## config.mk

```make
export PLATFORM = sky130hd
export DESIGN_NAME = gpio_irq_bank
export DESIGN_NICKNAME = d
export VERILOG_FILES = /design/src/rtl/gpio_irq_pkg.sv /design/src/rtl/gpio_irq_sync.sv /design/src/rtl/gpio_irq_detect.sv /design/src/rtl/gpio_irq_regs.sv /design/src/rtl/gpio_irq_bank.sv
export SDC_FILE = /design/constraint.sdc
export NUM_CORES = 1
export LEC_CHECK = 0
export BUFFER_PORTS_ARGS = -buffer_cell sky130_fd_sc_hd__clkbuf_2
export CAP_MARGIN = 5
export CORE_AREA = 2 2 169 138
export CTS_CLUSTER_DIAMETER = 150
export DETAILED_ROUTE_END_ITERATION = 8
export DIE_AREA = 0 0 171 140
export HOLD_SLACK_MARGIN = 0.12
export PLACE_DENSITY = 0.78
export SLEW_MARGIN = 30
export SYNTH_ARGS = -nofsm -noshare
export SYNTH_HDL_FRONTEND = slang
export SYNTH_SLANG_ARGS = --single-unit
```

## constraint.sdc

```tcl
create_clock -name clk_i -period 1.65 [get_ports clk_i]
set_clock_uncertainty 0.1 [all_clocks]
set_input_delay 0.165 -clock clk_i [delete_from_list [all_inputs] [get_ports clk_i]]
set_output_delay 0.165 -clock clk_i [all_outputs]
set_load 0.02 [all_outputs]
```

## src/rtl/gpio_irq_pkg.sv

```systemverilog
package gpio_irq_pkg;
  localparam int DATA_W = 32;
  localparam int ADDR_W = 3;

  typedef enum logic [ADDR_W-1:0] {
    REG_OUT  = 3'd0,
    REG_OE   = 3'd1,
    REG_IN   = 3'd2,
    REG_EDGE = 3'd3,
    REG_POL  = 3'd4,
    REG_EN   = 3'd5,
    REG_CLR  = 3'd6,
    REG_STAT = 3'd7
  } reg_idx_e;
endpackage

```

## src/rtl/gpio_irq_sync.sv

```systemverilog
module gpio_irq_sync #(
  parameter int WIDTH  = 32,
  parameter int STAGES = 2
) (
  input  logic             clk_i,
  input  logic             rst_ni,
  input  logic [WIDTH-1:0] d_i,
  output logic [WIDTH-1:0] q_o
);
  logic [WIDTH-1:0] stage_q [STAGES];

  always_ff @(posedge clk_i or negedge rst_ni) begin
    if (!rst_ni) begin
      for (int s = 0; s < STAGES; s++) stage_q[s] <= '0;
    end else begin
      stage_q[0] <= d_i;
      for (int s = 1; s < STAGES; s++) stage_q[s] <= stage_q[s-1];
    end
  end

  assign q_o = stage_q[STAGES-1];
endmodule

```

## src/rtl/gpio_irq_detect.sv

```systemverilog
module gpio_irq_detect #(
  parameter int WIDTH = 32
) (
  input  logic             clk_i,
  input  logic             rst_ni,
  input  logic [WIDTH-1:0] sync_i,
  input  logic [WIDTH-1:0] edge_sel_i,
  input  logic [WIDTH-1:0] pol_i,
  input  logic [WIDTH-1:0] clr_i,
  output logic [WIDTH-1:0] status_o
);
  logic [WIDTH-1:0] prev_q;
  logic [WIDTH-1:0] event_w;
  logic [WIDTH-1:0] status_q;

  always_ff @(posedge clk_i or negedge rst_ni) begin
    if (!rst_ni) prev_q <= '0;
    else         prev_q <= sync_i;
  end

  for (genvar b = 0; b < WIDTH; b++) begin : g_bit
    logic active_lvl, active_prev;
    // normalise to "active high" so one rule covers both polarities
    assign active_lvl  = ~(sync_i[b] ^ pol_i[b]);
    assign active_prev = ~(prev_q[b] ^ pol_i[b]);
    assign event_w[b]  = edge_sel_i[b] ? (active_lvl & ~active_prev) : active_lvl;

    always_ff @(posedge clk_i or negedge rst_ni) begin
      if (!rst_ni) status_q[b] <= 1'b0;
      else         status_q[b] <= (status_q[b] & ~clr_i[b]) | event_w[b];
    end
  end

  assign status_o = status_q;
endmodule

```

## src/rtl/gpio_irq_regs.sv

```systemverilog
module gpio_irq_regs
  import gpio_irq_pkg::*;
#(
  parameter int WIDTH = 32
) (
  input  logic              clk_i,
  input  logic              rst_ni,
  input  logic              wr_en_i,
  input  logic [ADDR_W-1:0] addr_i,
  input  logic [DATA_W-1:0] wdata_i,
  output logic [DATA_W-1:0] rdata_o,
  input  logic [WIDTH-1:0]  sync_i,
  input  logic [WIDTH-1:0]  status_i,
  output logic [WIDTH-1:0]  out_o,
  output logic [WIDTH-1:0]  oe_o,
  output logic [WIDTH-1:0]  edge_sel_o,
  output logic [WIDTH-1:0]  pol_o,
  output logic [WIDTH-1:0]  en_o,
  output logic [WIDTH-1:0]  clr_o
);
  logic [WIDTH-1:0] wval;
  logic [WIDTH-1:0] rsel;
  logic unused_wdata;

  assign wval         = wdata_i[WIDTH-1:0];
  assign unused_wdata = ^wdata_i;

  always_ff @(posedge clk_i or negedge rst_ni) begin
    if (!rst_ni) begin
      out_o      <= '0;
      oe_o       <= '0;
      edge_sel_o <= '0;
      pol_o      <= '1;
      en_o       <= '0;
    end else if (wr_en_i) begin
      case (addr_i)
        REG_OUT:  out_o      <= wval;
        REG_OE:   oe_o       <= wval;
        REG_EDGE: edge_sel_o <= wval;
        REG_POL:  pol_o      <= wval;
        REG_EN:   en_o       <= wval;
        default:  ;
      endcase
    end
  end

  assign clr_o = (wr_en_i && addr_i == REG_CLR) ? wval : '0;

  always_comb begin
    case (addr_i)
      REG_OUT:  rsel = out_o;
      REG_OE:   rsel = oe_o;
      REG_IN:   rsel = sync_i;
      REG_EDGE: rsel = edge_sel_o;
      REG_POL:  rsel = pol_o;
      REG_EN:   rsel = en_o;
      REG_STAT: rsel = status_i;
      default:  rsel = '0;
    endcase
    rdata_o = '0;
    rdata_o[WIDTH-1:0] = rsel;
  end
endmodule

```

## src/rtl/gpio_irq_bank.sv

```systemverilog
module gpio_irq_bank
  import gpio_irq_pkg::*;
#(
  parameter int WIDTH = 32
) (
  input  logic              clk_i,
  input  logic              rst_ni,
  input  logic              wr_en_i,
  input  logic [ADDR_W-1:0] addr_i,
  input  logic [DATA_W-1:0] wdata_i,
  output logic [DATA_W-1:0] rdata_o,
  input  logic [WIDTH-1:0]  pin_i,
  output logic [WIDTH-1:0]  pin_o,
  output logic [WIDTH-1:0]  pin_oe_o,
  output logic              irq_o
);
  logic [WIDTH-1:0] sync_w, status_q, edge_sel_w, pol_w, en_w, clr_w;

  gpio_irq_sync #(.WIDTH(WIDTH), .STAGES(2)) u_sync (
    .clk_i (clk_i),
    .rst_ni(rst_ni),
    .d_i   (pin_i),
    .q_o   (sync_w)
  );

  gpio_irq_regs #(.WIDTH(WIDTH)) u_regs (
    .clk_i     (clk_i),
    .rst_ni    (rst_ni),
    .wr_en_i   (wr_en_i),
    .addr_i    (addr_i),
    .wdata_i   (wdata_i),
    .rdata_o   (rdata_o),
    .sync_i    (sync_w),
    .status_i  (status_q),
    .out_o     (pin_o),
    .oe_o      (pin_oe_o),
    .edge_sel_o(edge_sel_w),
    .pol_o     (pol_w),
    .en_o      (en_w),
    .clr_o     (clr_w)
  );

  gpio_irq_detect #(.WIDTH(WIDTH)) u_detect (
    .clk_i     (clk_i),
    .rst_ni    (rst_ni),
    .sync_i    (sync_w),
    .edge_sel_i(edge_sel_w),
    .pol_i     (pol_w),
    .clr_i     (clr_w),
    .status_o  (status_q)
  );

  assign irq_o = |(status_q & en_w);
endmodule

```

# Word-level counts from Yosys, hierarchy flattened
# Cells that the tools add are included.
op_classes:
  n_bitwise: 225
  muxes: 34
  eq_ne: 7
  reduce_logical: 8
op_table:
  columns: ["op", "n"]
  rows:
  - ["$pmux W32 S7", 1]
  - ["$and A1 B1 Y1", 64]
  - ["$not A1 Y1", 64]
  - ["$xor A1 B1 Y1", 64]
  - ["$and A32 B32 Y32", 1]
  - ["$mux W1", 32]
  - ["$mux W32", 1]
  - ["$or A1 B1 Y1", 32]
  - ["$reduce_or A32 Y1", 1]
  - ["$eq A3 B3 Y1 const B", 4]
  - ["$reduce_and A2 Y1", 5]
  - ["$eq A3 B2 Y1 const B", 2]
  - ["$eq A3 B1 Y1 const B", 1]
  - ["$logic_not A3 Y1", 1]
  - ["$logic_and A1 B1 Y1", 1]
totals:
  input_bits: 70
  regBits: 288
  elab_cells: 314
  output_inout_bits: 97

# Longest topological paths before layout
depth:
  ltp_word: 6
  mapped_depth: 6
  mapped_depth_nobuf: 3

# Hierarchy
# From an unflattened synthesis, not the netlist that was laid out.
hier_totals:
  hier_cells: 931
  area_unflattened_um2: 12797.3
modules_own_cells:
  columns: ["module", "cells_per_inst", "n_inst", "seq_area_each_um2", "area_per_inst_um2"]
  rows:
  - ["gpio_irq_regs", 590, 1, 4043.9, 8119.0]
  - ["gpio_irq_detect", 224, 1, 1601.5, 2678.8]
  - ["gpio_irq_sync", 96, 1, 1601.5, 1841.8]
  - ["gpio_irq_bank", 21, 1, 0.0, 157.7]

# Worst setup path after synthesis
# Ideal clock, no wire load.
synth_path:
  path_type: "reg2out"
  start: "register u_regs.en_o[25]"
  end: "output irq_o"
  required_ps: 1385
  n_path_buf: 0
  slack_ps: 115
  stages_incl_launch_ff: 4
  t_arrival_ps: 1270
  path_cell_list: "dfrtp_1 > a22oi_1 > nand4_1 > or4_1"
synth_between:
  elab_chain_cells: 2
synth_lines:
  columns: ["element", "line", "text"]
  rows:
  - ["start, declared", "gpio_irq_regs.sv:18", "output logic [WIDTH-1:0] en_o,"]
  - ["start signal, assigned", "gpio_irq_regs.sv:41", "REG_EN: en_o <= wval;"]
  - ["$and A32 B32 Y32", "gpio_irq_bank.sv:53", "assign irq_o = |(status_q & en_w);"]
  - ["$reduce_or A32 Y1", "gpio_irq_bank.sv:53", null]
  - ["end, declared", "gpio_irq_bank.sv:15", "output logic irq_o"]
# No other way between the ends.

# Final worst setup path
layout_path:
  start: "register u_regs.en_o[29]"
  end: "output irq_o"
# Same word-level chain as after synthesis.

==> impl_metrics.prom <==
# TYPE chip_impl_metric gauge
chip_impl_metric{name="place_hpwl",unit="µm"} 22900
chip_impl_metric{name="layout-drive-gt1-share",unit=""} 0.4547
chip_impl_metric{name="detailedRoute.firstIterationViolations",unit=""} 947
chip_impl_info{name="unrepaired_setup_endpoints_after_global_routing",value="yes"} 1
chip_impl_metric{name="worst_pin_slew",unit="ps"} 554.0
chip_impl_metric{name="syn_nets",unit=""} 1029
chip_impl_metric{name="synth-edff-count",unit=""} 0
chip_impl_metric{name="synthArstFlopShare",unit=""} 1.000
chip_impl_metric{name="die_y",unit="µm"} 140
chip_impl_metric{name="fp.dieW",unit="µm"} 171
chip_impl_metric{name="flow.area_growth_from_synthesis",unit="%"} 34.50
chip_impl_metric{name="n_antenna_cell",unit=""} 0
chip_impl_metric{name="vias",unit=""} 9843
chip_impl_metric{name="slew_headroom",unit=""} 0.6260
chip_impl_info{name="worstSetupPathType",value="reg -> out"} 1
chip_impl_metric{name="syn_area",unit="µm²"} 12440
chip_impl_metric{name="fp-row-count",unit=""} 49
chip_impl_metric{name="cts_made_buffers",unit=""} 28
chip_impl_metric{name="syn-mean-instance-area",unit="µm²"} 12.97
chip_impl_metric{name="worstPathRequired",unit="ps"} 1380
chip_impl_metric{name="leakagePower",unit="nW"} 7.463
chip_impl_metric{name="gp_congestion",unit=""} 0.8703
chip_impl_metric{name="postRouteAntennaNets",unit=""} 0
chip_impl_metric{name="grt_first_pass_wirelength",unit="µm"} 55690
chip_impl_metric{name="final.setup.worst_slack",unit="ps"} -700.4
chip_impl_metric{name="holdWs",unit="ps"} 166.2
chip_impl_metric{name="grt_start_max_net_pins",unit=""} 56
chip_impl_info{name="violations_in_the_final_reports",value="setup timing"} 1
chip_impl_metric{name="power.ir.vdd_worst",unit="µV"} 1313
chip_impl_metric{name="final_hold_violating_endpoints",unit=""} 0
chip_impl_info{name="status",value="finished with violations"} 1
chip_impl_metric{name="insertion_delay",unit="ps"} 540
chip_impl_metric{name="max_clock_freq",unit="MHz"} 425.5
chip_impl_info{name="critPathLaunchType",value="flop"} 1
chip_impl_metric{name="drt-vias-per-instance",unit=""} 6.080
chip_impl_metric{name="numPortBuffers",unit=""} 166
chip_impl_metric{name="power.density_cell_area",unit="nW/µm²"} 1241
chip_impl_metric{name="finalWirelength",unit="µm"} 36590
chip_impl_metric{name="final_nets",unit=""} 1363
chip_impl_metric{name="max-cap-violations",unit=""} 0
chip_impl_info{name="hold_path_class",value="in -> reg"} 1
chip_impl_metric{name="clock_path_buffers",unit=""} 3
chip_impl_metric{name="period_needed",unit="ps"} 2350
chip_impl_metric{name="path_clk_slew",unit="ps"} 70
chip_impl_metric{name="postSynthCellCount",unit=""} 959
chip_impl_metric{name="ctsHtreeMaxLevel",unit=""} 1
chip_impl_metric{name="yosys_register_bits",unit=""} 288
chip_impl_metric{name="grt_overflow",unit=""} 0
chip_impl_metric{name="finalCritPeriodShare",unit=""} 1.424
chip_impl_metric{name="top_level_ports",unit=""} 167
chip_impl_metric{name="via_count_of_the_first_global_routing_pass",unit=""} 9970
chip_impl_metric{name="initial_core_util",unit=""} 0.5604
chip_impl_metric{name="design_power_total",unit="mW"} 20.77
chip_impl_info{name="endpoint_kind",value="output pin"} 1
chip_impl_metric{name="firstDrtPassIters",unit=""} 5
chip_impl_metric{name="gr-usage-all-layers",unit=""} 0.2991
chip_impl_metric{name="setup_viols_final",unit=""} 33
chip_impl_metric{name="ys_warn_count",unit=""} 0
chip_impl_metric{name="core-area",unit="µm²"} 22190
chip_impl_metric{name="path_max_fanout",unit=""} 2
chip_impl_metric{name="routed_wire_length_per_instance",unit="µm"} 22.60
chip_impl_metric{name="fp.dieArea",unit="µm²"} 23940
chip_impl_info{name="cts_root_buf",value="clkbuf_16"} 1
chip_impl_info{name="most_used_flip_flop_cell_after_synthesis",value="dfrtp_1"} 1
chip_impl_metric{name="numClockSinks",unit=""} 288
chip_impl_metric{name="detail_route.drc_violations",unit=""} 0
chip_impl_metric{name="timing_max_transition_violations_final",unit=""} 0
chip_impl_metric{name="antenna_found_initial",unit=""} 0
chip_impl_metric{name="seq_area_frac_synth",unit=""} 0.5826
chip_impl_metric{name="critPathArrivalTime",unit="ps"} 2090
chip_impl_info{name="cts_tree",value="yes"} 1
chip_impl_metric{name="synth_cell_types",unit=""} 36
## metrics by stage
stage	area [µm²]	instances	utilization	setup TNS, ps	setup WS [ps]
finish	16730	1619	0.7538	-11240	-700.4
global route	16730	1619	0.7538	-12720	-717.3
CTS	16420	1614	0.7399	-11850	-702.0
detailed placement	14450	1478	0.6509	-1703	-298.6
global placement	14450	1478	0.6509	-1103	-291.0
floorplan	12440	959	-	0	114.9
## state kept, by name (all words and copies together) (netlist names)
register and cells:
u_regs.en_o 32, u_detect.status_o 32, u_regs.pol_o 32, u_regs.oe_o 32, u_sync.q_o 32, u_regs.out_o 32
u_regs.edge_sel_o 32, u_sync.stage_q 32, u_detect.prev_q 32
## logic make-up (layout without fill, tap and decap cells)
kind of cell | Yosys count | count (layout) | share of synthesized area
DFF | 288 | 288 | 0.5826
muxes | 192 | 192 | 0.1808
buffers and inverters | 93 | 447 | 0.03491
and+or+nand+nor | 179 | 179 | 0.08359
AOI/OAI and AO/OA | 207 | 207 | 0.1181
## layout make-up
| cell class | count | area (µm²) |
|---|---|---|
| clock buffer | 48 | 917.1 |
| clock inverter | 2 | 60.06 |
| fill | 1343 | 5464 |
| inverter | 33 | 123.9 |
| multi-input combinational | 578 | 5075 |
| sequential | 288 | 7248 |
| tap | 306 | 382.9 |
| timing repair buffer | 364 | 2923 |
## power breakdown
group          switching, mW  leakage [nW]  internal, mW
sequential             0.965          3.28          8.24
combinational           2.33          3.70          2.53
clock                   2.64         0.480          4.05
total                   5.94          7.46          14.8
## critical path: stages (launching register included)
cell and delay, ps:
dfrtp_1 400, a22oi_2 230, nand4_1 210, or4_4 560, buf_8 150
## placed cells by master (no fill, tap or decap), drive strengths merged, types with 2 or more instances in the layout
cell         count
a22oi           57
nor3b           30
nand2           34
nor2b           34
mux2i           21
clkbuf         179
and3            33
nand3           34
a2bb2oi         20
buf            167
nor2             2
o211ai          31
inv             33
nand4            5
dfstp           32
dlygate4sd3     66
mux2           171
and3b            2
o311ai          32
a221o            2
dfrtp          256
bufinv           2
o21ai           62
## path summary, 6_finish.rpt
kind / cells past startpoint / endpoint / start / slack, ps
worst max-delay path: 4 / irq_o / u_regs.en_o[29] / -700
worst min-delay path: 2 / u_sync.stage_q[48] / pin_i[16] / 170
max in group asynchronous: 4 / u_regs.pol_o[17] / rst_ni / 200
worst max register to register: 3 / u_detect.status_o[5] / u_regs.pol_o[5] / 340
worst min register to register: 0 / u_sync.q_o[19] / u_sync.stage_q[51] / 250
min in group asynchronous: 3 / u_regs.edge_sel_o[29] / rst_ni / 570
## synth_stat cells (all sizes together) (2+ instances only)
| master | instances | area share |
|---|---|---|
| dfrtp | 256 | 0.52 |
| mux2 | 171 | 0.16 |
| o21ai | 62 | 0.025 |
| a22oi | 57 | 0.034 |
| nand2 | 34 | 0.011 |
| nand3 | 34 | 0.014 |
| nor2b | 34 | 0.017 |
| and3 | 33 | 0.017 |
| inv | 33 | 0.010 |
| dfstp | 32 | 0.068 |
| o311ai | 32 | 0.023 |
| buf | 31 | 0.016 |
| o211ai | 31 | 0.019 |
| nor3b | 30 | 0.018 |
| clkbuf | 29 | 0.0090 |
| mux2i | 21 | 0.017 |
| a2bb2oi | 20 | 0.014 |
| nand4 | 5 | 0.0025 |
| a221o | 2 | 0.0016 |
| and3b | 2 | 0.0014 |
| nor2 | 2 | 0.00060 |
## layer usage
| metal | routed length, µm | up-vias | global-route usage |
|---|---|---|---|
| met5 | 0 | - | 0 |
| li1 | - | 4221 | - |
| met3 | 2526 | 110 | 0.04210 |
| met1 | 14980 | 5041 | 0.4166 |
| met4 | 1129 | 0 | 0.08698 |
| met2 | 17960 | 471 | 0.4934 |
## what timing repair did
item / in CTS / in global routing
pin swaps: 27 / 37
endpoints found under the setup margin: 33 / 33
buffers inserted: 23 / 11
hold buffers: 66 / 0
endpoints found under the hold margin: 512 / 0
resized for setup: 57 / 106
Note: power is estimated with default switching activity, not from simulation.
